## src/rtl/mcs_pkg.sv

```systemverilog
package mcs_pkg;

  typedef enum logic [3:0] {
    ST_FETCH,
    ST_DECODE,
    ST_ADDR,
    ST_LD_MEM,
    ST_LD_WB,
    ST_ST_MEM,
    ST_R_EXEC,
    ST_R_WB,
    ST_BRANCH,
    ST_JUMP
  } step_t;

  typedef enum logic [2:0] {
    CL_REG,
    CL_LOAD,
    CL_STORE,
    CL_BRANCH,
    CL_JUMP,
    CL_UNDEF
  } iclass_t;

  localparam int SEL_W = 2;

  localparam logic [SEL_W-1:0] BSEL_REG   = 2'd0;
  localparam logic [SEL_W-1:0] BSEL_FOUR  = 2'd1;
  localparam logic [SEL_W-1:0] BSEL_IMM   = 2'd2;
  localparam logic [SEL_W-1:0] BSEL_IMMSH = 2'd3;

  localparam logic [SEL_W-1:0] AOP_ADD  = 2'd0;
  localparam logic [SEL_W-1:0] AOP_SUB  = 2'd1;
  localparam logic [SEL_W-1:0] AOP_FUNC = 2'd2;

  localparam logic [SEL_W-1:0] PSRC_ALU   = 2'd0;
  localparam logic [SEL_W-1:0] PSRC_LATCH = 2'd1;
  localparam logic [SEL_W-1:0] PSRC_JUMP  = 2'd2;

  typedef struct packed {
    logic             mem_rd;
    logic             mem_wr;
    logic             mem_addr_sel;
    logic             ir_wr;
    logic             pc_wr;
    logic             pc_wr_cond;
    logic [SEL_W-1:0] pc_src;
    logic             rf_wr;
    logic             rf_dst_rd;
    logic             rf_src_mem;
    logic             alu_a_sel;
    logic [SEL_W-1:0] alu_b_sel;
    logic [SEL_W-1:0] alu_op;
  } ctrl_t;

endpackage

```

## src/rtl/mcs_classify.sv

```systemverilog
module mcs_classify
  import mcs_pkg::*;
#(
  parameter int             OPC_W     = 6,
  parameter logic [OPC_W-1:0] OP_REG    = 6'h00,
  parameter logic [OPC_W-1:0] OP_LOAD   = 6'h23,
  parameter logic [OPC_W-1:0] OP_STORE  = 6'h2b,
  parameter logic [OPC_W-1:0] OP_BRANCH = 6'h04,
  parameter logic [OPC_W-1:0] OP_JUMP   = 6'h02
) (
  input  logic [OPC_W-1:0] opcode,
  output iclass_t          iclass
);

  always_comb begin
    if (opcode == OP_REG)         iclass = CL_REG;
    else if (opcode == OP_LOAD)   iclass = CL_LOAD;
    else if (opcode == OP_STORE)  iclass = CL_STORE;
    else if (opcode == OP_BRANCH) iclass = CL_BRANCH;
    else if (opcode == OP_JUMP)   iclass = CL_JUMP;
    else                          iclass = CL_UNDEF;
  end

endmodule

```

## src/rtl/mcs_next.sv

```systemverilog
module mcs_next
  import mcs_pkg::*;
(
  input  step_t   cur,
  input  iclass_t iclass,
  output step_t   nxt
);

  always_comb begin
    nxt = ST_FETCH;
    unique case (cur)
      ST_FETCH:  nxt = ST_DECODE;
      ST_DECODE: begin
        unique case (iclass)
          CL_REG:             nxt = ST_R_EXEC;
          CL_LOAD, CL_STORE:  nxt = ST_ADDR;
          CL_BRANCH:          nxt = ST_BRANCH;
          CL_JUMP:            nxt = ST_JUMP;
          default:            nxt = ST_FETCH;
        endcase
      end
      ST_ADDR:   nxt = (iclass == CL_LOAD) ? ST_LD_MEM : ST_ST_MEM;
      ST_LD_MEM: nxt = ST_LD_WB;
      ST_R_EXEC: nxt = ST_R_WB;
      default:   nxt = ST_FETCH;
    endcase
  end

endmodule

```

## src/rtl/mcs_ctrl_dec.sv

```systemverilog
module mcs_ctrl_dec
  import mcs_pkg::*;
(
  input  step_t step,
  output ctrl_t ctrl
);

  always_comb begin
    ctrl = '0;
    unique case (step)
      ST_FETCH: begin
        ctrl.mem_rd    = 1'b1;
        ctrl.ir_wr     = 1'b1;
        ctrl.pc_wr     = 1'b1;
        ctrl.alu_b_sel = BSEL_FOUR;
        ctrl.alu_op    = AOP_ADD;
        ctrl.pc_src    = PSRC_ALU;
      end
      ST_DECODE: begin
        ctrl.alu_b_sel = BSEL_IMMSH;
        ctrl.alu_op    = AOP_ADD;
      end
      ST_ADDR: begin
        ctrl.alu_a_sel = 1'b1;
        ctrl.alu_b_sel = BSEL_IMM;
        ctrl.alu_op    = AOP_ADD;
      end
      ST_LD_MEM: begin
        ctrl.mem_rd       = 1'b1;
        ctrl.mem_addr_sel = 1'b1;
      end
      ST_LD_WB: begin
        ctrl.rf_wr      = 1'b1;
        ctrl.rf_src_mem = 1'b1;
      end
      ST_ST_MEM: begin
        ctrl.mem_wr       = 1'b1;
        ctrl.mem_addr_sel = 1'b1;
      end
      ST_R_EXEC: begin
        ctrl.alu_a_sel = 1'b1;
        ctrl.alu_b_sel = BSEL_REG;
        ctrl.alu_op    = AOP_FUNC;
      end
      ST_R_WB: begin
        ctrl.rf_wr     = 1'b1;
        ctrl.rf_dst_rd = 1'b1;
      end
      ST_BRANCH: begin
        ctrl.alu_a_sel  = 1'b1;
        ctrl.alu_b_sel  = BSEL_REG;
        ctrl.alu_op     = AOP_SUB;
        ctrl.pc_wr_cond = 1'b1;
        ctrl.pc_src     = PSRC_LATCH;
      end
      ST_JUMP: begin
        ctrl.pc_wr  = 1'b1;
        ctrl.pc_src = PSRC_JUMP;
      end
      default: ctrl = '0;
    endcase
  end

endmodule

```

## src/rtl/mcs_sequencer.sv

```systemverilog
module mcs_sequencer
  import mcs_pkg::*;
#(
  parameter int               OPC_W     = 6,
  parameter logic [OPC_W-1:0] OP_REG    = 6'h00,
  parameter logic [OPC_W-1:0] OP_LOAD   = 6'h23,
  parameter logic [OPC_W-1:0] OP_STORE  = 6'h2b,
  parameter logic [OPC_W-1:0] OP_BRANCH = 6'h04,
  parameter logic [OPC_W-1:0] OP_JUMP   = 6'h02
) (
  input  logic             clk,
  input  logic             rst,
  input  logic [OPC_W-1:0] opcode,
  output logic             mem_rd,
  output logic             mem_wr,
  output logic             mem_addr_sel,
  output logic             ir_wr,
  output logic             pc_wr,
  output logic             pc_wr_cond,
  output logic [1:0]       pc_src,
  output logic             rf_wr,
  output logic             rf_dst_rd,
  output logic             rf_src_mem,
  output logic             alu_a_sel,
  output logic [1:0]       alu_b_sel,
  output logic [1:0]       alu_op
);

  iclass_t iclass;
  step_t   step_q;
  step_t   step_d;
  step_t   dec_in;
  ctrl_t   ctrl_d;
  ctrl_t   ctrl_q;

  mcs_classify #(
    .OPC_W(OPC_W), .OP_REG(OP_REG), .OP_LOAD(OP_LOAD),
    .OP_STORE(OP_STORE), .OP_BRANCH(OP_BRANCH), .OP_JUMP(OP_JUMP)
  ) u_classify (
    .opcode(opcode),
    .iclass(iclass)
  );

  mcs_next u_next (
    .cur   (step_q),
    .iclass(iclass),
    .nxt   (step_d)
  );

  // Decode the step about to be entered so the controls register alongside it.
  assign dec_in = rst ? ST_FETCH : step_d;

  mcs_ctrl_dec u_dec (
    .step(dec_in),
    .ctrl(ctrl_d)
  );

  always_ff @(posedge clk) begin
    step_q <= dec_in;
    ctrl_q <= ctrl_d;
  end

  assign mem_rd       = ctrl_q.mem_rd;
  assign mem_wr       = ctrl_q.mem_wr;
  assign mem_addr_sel = ctrl_q.mem_addr_sel;
  assign ir_wr        = ctrl_q.ir_wr;
  assign pc_wr        = ctrl_q.pc_wr;
  assign pc_wr_cond   = ctrl_q.pc_wr_cond;
  assign pc_src       = ctrl_q.pc_src;
  assign rf_wr        = ctrl_q.rf_wr;
  assign rf_dst_rd    = ctrl_q.rf_dst_rd;
  assign rf_src_mem   = ctrl_q.rf_src_mem;
  assign alu_a_sel    = ctrl_q.alu_a_sel;
  assign alu_b_sel    = ctrl_q.alu_b_sel;
  assign alu_op       = ctrl_q.alu_op;

endmodule

```

## config.mk

```make
export PLATFORM = sky130hd
export DESIGN_NAME = mcs_sequencer
export DESIGN_NICKNAME = d
export VERILOG_FILES = /design/src/rtl/mcs_pkg.sv /design/src/rtl/mcs_classify.sv /design/src/rtl/mcs_next.sv /design/src/rtl/mcs_ctrl_dec.sv /design/src/rtl/mcs_sequencer.sv
export SDC_FILE = /design/constraint.sdc
export NUM_CORES = 1
export LEC_CHECK = 0
export BUFFER_PORTS_ARGS = -buffer_cell sky130_fd_sc_hd__buf_4
export CORE_UTILIZATION = 35
export CTS_CLUSTER_SIZE = 12
export DETAILED_ROUTE_END_ITERATION = 6
export PLACE_DENSITY = 0.56
export RECOVER_POWER = 100
export SLEW_MARGIN = 40
export SYNTH_ARGS = -nofsm -noshare
export SYNTH_HDL_FRONTEND = slang
export SYNTH_SLANG_ARGS = --single-unit
```

## constraint.sdc

```tcl
create_clock -name clk -period 2.7 [get_ports clk]
set_clock_uncertainty 0.15 [all_clocks]
set_input_delay 0 -clock clk [delete_from_list [all_inputs] [get_ports clk]]
set_output_delay 0 -clock clk [all_outputs]
set_load 0.005 [all_outputs]
```

; ---- After elaboration in Yosys (flattened, before gate mapping)
; Cells that the tools add are included.
[word_totals]
regBits = 20
inputBits = 8
out_inout_bits = 16
word_cells = 66
[op_classes]
eq_ne = 21
muxes = 21
reduce_logical = 10
[ops]
columns = cell, n
row1 = 4-bit case mux with 5 select lines, 2
row2 = "4-bit by 3-bit == test with 1-bit output, second input constant", 5
row3 = "4-bit by 2-bit == test with 1-bit output, second input constant", 4
row4 = 4-bit case mux with 4 select lines, 1
row5 = 3-bit 2-to-1 mux, 5
row6 = "6-bit == test, second input constant", 2
row7 = 1-bit 2-to-1 mux, 11
row8 = 2-bit OR reduction, 5
row9 = "4-bit by 1-bit == test with 1-bit output, second input constant", 2
row10 = "4-bit == test, second input constant", 2
row11 = 4-bit zero test, 2
row12 = "3-bit by 2-bit == test with 1-bit output, second input constant", 2
row13 = "6-bit by 2-bit == test with 1-bit output, second input constant", 1
row14 = "6-bit by 3-bit == test with 1-bit output, second input constant", 1
row15 = 6-bit zero test, 1
row16 = 4-bit 2-to-1 mux, 1
row17 = 2-bit case mux with 2 select lines, 1
row18 = "3-bit by 1-bit == test with 1-bit output, second input constant", 1
row19 = "3-bit == test, second input constant", 1
row20 = 3-bit zero test, 1
row21 = 3-bit OR reduction, 1

; ---- Depth between registers and ports, before layout
[logic_depth]
ltp_word = 14
mapped_depth = 6
mapped_depth_nobuf = 6

; ---- By module
; From an unflattened synthesis, not the netlist that was laid out.
[hier_totals]
cells_unflattened = 74
area_unflattened_um2 = 853.3
[by_module_without_submodules]
columns = mod, instances, cells_per_inst, area_each_um2, seq_area_each_um2
row1 = mcs_sequencer, 1, 24, 425.4, 400.4
row2 = mcs_ctrl_dec, 1, 25, 211.5, 0.0
row3 = mcs_next, 1, 16, 140.1, 0.0
row4 = mcs_classify, 1, 9, 76.3, 0.0

; ---- Worst setup path before layout
; Ideal clock, no wire load.
[synth_path]
path_type = reg-to-reg
startpoint = register step_q[0]
endpoint = register ctrl_q, in the netlist rf_wr
setup_time_ns = 0.112
arrival_ns = 1.364
t_required_ns = 2.438
path_slack_ns = 1.074
path_stages_with_launch = 7
path_buffers = 1
period_less_slack_ns = 1.626
path_cell_list = dfxtp_1 -> buf_2 -> nor4b_1 -> o211ai_1 -> o21a_1 -> nand2_1 -> a2111oi_1
[synth_rtl]
columns = item, line_no
row1 = from (decl), mcs_sequencer.sv:30  ; step_t step_q;
row2 = from (signal assigned), mcs_sequencer.sv:59  ; step_q <= dec_in;
row3 = to (signal assigned), mcs_sequencer.sv:60  ; ctrl_q <= ctrl_d;
row4 = to (decl), mcs_sequencer.sv:34  ; ctrl_t ctrl_q;

==> results.json <==
{
  "synth-compound-area-share": 0.191,
  "fin_crit_ns": 2.04,
  "dr.pass1.iters": 4,
  "violations": "negative hold slack",
  "portBuffers": 23,
  "dieArea_mm2": 0.00249,
  "path_class": "reg2reg",
  "clkLatencyLatePin_ns": 0.30,
  "synthTopCellsByArea": "dfxtp_1 47%, nor2_1 6.5%, o41ai_4 3.4%",
  "grt_max_degree": 11,
  "max_flop_register": "step_q",
  "fin_crit_sh": 0.757,
  "wl_per_cell_um": 12.4,
  "arrival_ns": 2.10,
  "whs_path_depth": 4,
  "min_path_type": "in2reg",
  "crit_required_ns": 2.76,
  "power.internal_w": 0.000373,
  "synthCells": 83,
  "placementRows": 16,
  "postLayoutCoreUtil": 0.481,
  "die_w_um": 49.9,
  "dp_hpwl_um": 1190,
  "grt_pass1_wl_um": 2770,
  "synth_edf_count": 0,
  "rsz0062_at_grt": "false",
  "reg2reg_depth": 5,
  "fmax_ghz": 0.489,
  "final_cells": 137,
  "synth-warning-count": 0,
  "pwr-share-seq": 0.603,
  "post-route-drc-count": 0,
  "num_vias": 688,
  "tritoncts": "done",
  "syn_nets": 91,
  "status": "finished, violations left",
  "synthAdderAreaFrac": 0,
  "synth_top_area_frac": 0.473,
  "swShare": 0.234,
  "tns_ns": 0,
  "drt-total-wl_um": 1700,
  "register_area_um2": 380,
  "synth_top_family_by_area": "simple AND/OR/NAND/NOR gates",
  "dpl.cell_count": 131,
  "clockBufferDepth": 2,
  "power_density_mw_per_mm2": 491,
  "post-cts-setup-buffers": 0,
  "vdd_ir_drop_max_mv": 0.330,
  "multi_input_area_um2": 349,
  "muxShareOfSynthArea": 0,
  "yosys_register_bits": 19,
  "power.total_w": 0.000486,
  "via_per_inst": 5.02,
  "synthSimpleGateAreaFrac": 0.300,
  "end_kind": "flip-flop",
  "cap_violations": 0,
  "tightestPinTransition_ns": 0.740,
  "drive_gt1_frac": 0.273,
  "fillerInstances": 212,
  "switching_power_w": 0.000114,
  "start_util": 0.390,
  "drt-initial-drc-count": 19,
  "hold_viol_final": 1,
  "comb_power_share": 0.111,
  "synth_top_area_cell": "dfxtp_1",
  "ant_nets": 0,
  "cts-htree-levels": 1,
  "area_delta_synth_final_pct": 23.2,
  "largest_reg_flops": 4,
  "yosysSeqAreaShare": 0.473,
  "syn_area_um2": 805,
  "core_mm2": 0.00206,
  "cp-start-kind": "flip-flop",
  "antenna_found_initial": 0,
  "nets": 119,
  "synthXorXnorAreaFrac": 0,
  "syn_area_per_cell_um2": 9.69,
  "p_leak_nw": 0.404,
  "clkPwrFrac": 0.287,
  "clk_pin_slew_worst_paths_ns": 0.10,
  "cts.sinks": 19,
  "ys.flop_type": "dfxtp_1",
  "cts_made_buffers": 3,
  "clockRootBuffer": "clkbuf_4",
  "hold_ws_ns": -0.00153,
  "die_height_um": 49.9,
  "grt_remaining_overflow": 0,
  "synthArstFlopShare": 0,
  "cp_max_fo": 10,
  "relSlewSlack": 0.501,
  "boundaryPins": 24,
  "place.gp.congestion": 0.758,
  "setup_viol_count_final": 0,
  "drv_slew": 0,
  "antenna_cells": 0,
  "track_usage": 0.149,
  "first_global_vias": 622,
  "synthDistinctLibCells": 36
}
## final cells by class
| class | count | share of cell area |
|---|---|---|
| sequential | 19 | 0.384 |
| multi-input combinational | 59 | 0.352 |
| timing repair buffer | 25 | 0.191 |
| tap | 27 | 0.0341 |
| clock buffer | 4 | 0.0265 |
| inverter | 3 | 0.0126 |
## final timing paths
check | from | end | slack (ns)
worst max register to register | step_q[0] | mem_addr_sel | 0.66
worst max-delay path | step_q[0] | mem_addr_sel | 0.66
worst min register to register | step_q[1] | alu_op[1] | 0.59
worst min-delay path | opcode[4] | alu_b_sel[1] | -0.002
## power groups by stage
| stage | logic [W] | clock network (W) | registers (W) |
|---|---|---|---|
| 3_5_place_dp | 0.0000591 | 0 | 0.000300 |
| 3_3_place_gp | 0.0000595 | 0 | 0.000300 |
| 6_report | 0.0000538 | 0.000139 | 0.000293 |
| 4_1_cts | 0.0000615 | 0.000145 | 0.000294 |
| 2_1_floorplan | 0.0000342 | 0 | 0.000298 |
| 5_1_grt | 0.0000592 | 0.000160 | 0.000294 |
## per-stage QoR
| stage | setup WS [ns] | hold slack, ns | area [µm²] |
|---|---|---|---|
| 3_3_place_gp | 0.914 | 0.231 | 998 |
| 4_1_cts | 0.873 | 0.00432 | 1040 |
| 2_1_floorplan | 1.07 | 0.114 | 805 |
| 6_report | 0.655 | -0.00153 | 991 |
| 5_1_grt | 0.513 | 0.00965 | 991 |
| 3_5_place_dp | 0.896 | 0.230 | 998 |
## logic make-up (layout without fill, tap and decap cells)
logic type / Yosys count / count (layout)
buffers and inverters: 5 / 32
AOI/OAI and AO/OA: 19 / 19
DFF: 19 / 19
and+or+nand+nor: 40 / 40
## cell usage in the layout (no fill, tap or decap)
cell type and n:
nor2_1 15, clkbuf_4 19, dlygate4sd3_1 2, or3_4 1
nor3_1 4, o41ai_1 1, nand3_1 2, o22a_1 1
a31oi_1 1, o21ai_0 2, nand2_1 5, nor2b_1 1
nor4_2 1, a211oi_1 1, or2_2 2, clkbuf_1 2
o41a_1 1, buf_4 6, clkinvlp_2 1, a21oi_1 5
o21a_1 2, o22ai_1 1, nand3b_1 1, and4b_1 1
inv_1 2, nor4b_1 2, and3_1 2, dfxtp_1 19
o211ai_1 2, a2111o_1 1, a2111oi_0 1, nor3b_1 1
nand2b_1 2
## cell usage after synthesis (all sizes together), types with 4 or more instances
cell   instances
nor3           4
nor2          15
nand2          5
a21oi          5
dfxtp         19
## per-layer routing
| layer | part of all wire | GRT usage | vias to the layer above |
|---|---|---|---|
| met5 | 0 | 0 | - |
| met4 | 0.024 | 0.0476 | 0 |
| met3 | 0.054 | 0.0741 | 5 |
| met2 | 0.45 | 0.230 | 15 |
| met1 | 0.47 | 0.180 | 314 |
| li1 | - | - | 354 |
## timing repair
| action | 4_1_cts | 5_1_grt |
|---|---|---|
| hold buffers | 2 | 0 |
| resized for setup | 0 | 0 |
| hold endpoints to repair | 7 | 0 |
## critical path, stage by stage, from the launching register on
cell	delay (ns)
dfxtp_1	0.50
nor2b_1	0.08
o21ai_0	0.60
nor3_1	0.25
nand2_1	0.16
nor3b_1	0.22
Note: power is estimated with default switching activity, not from simulation.
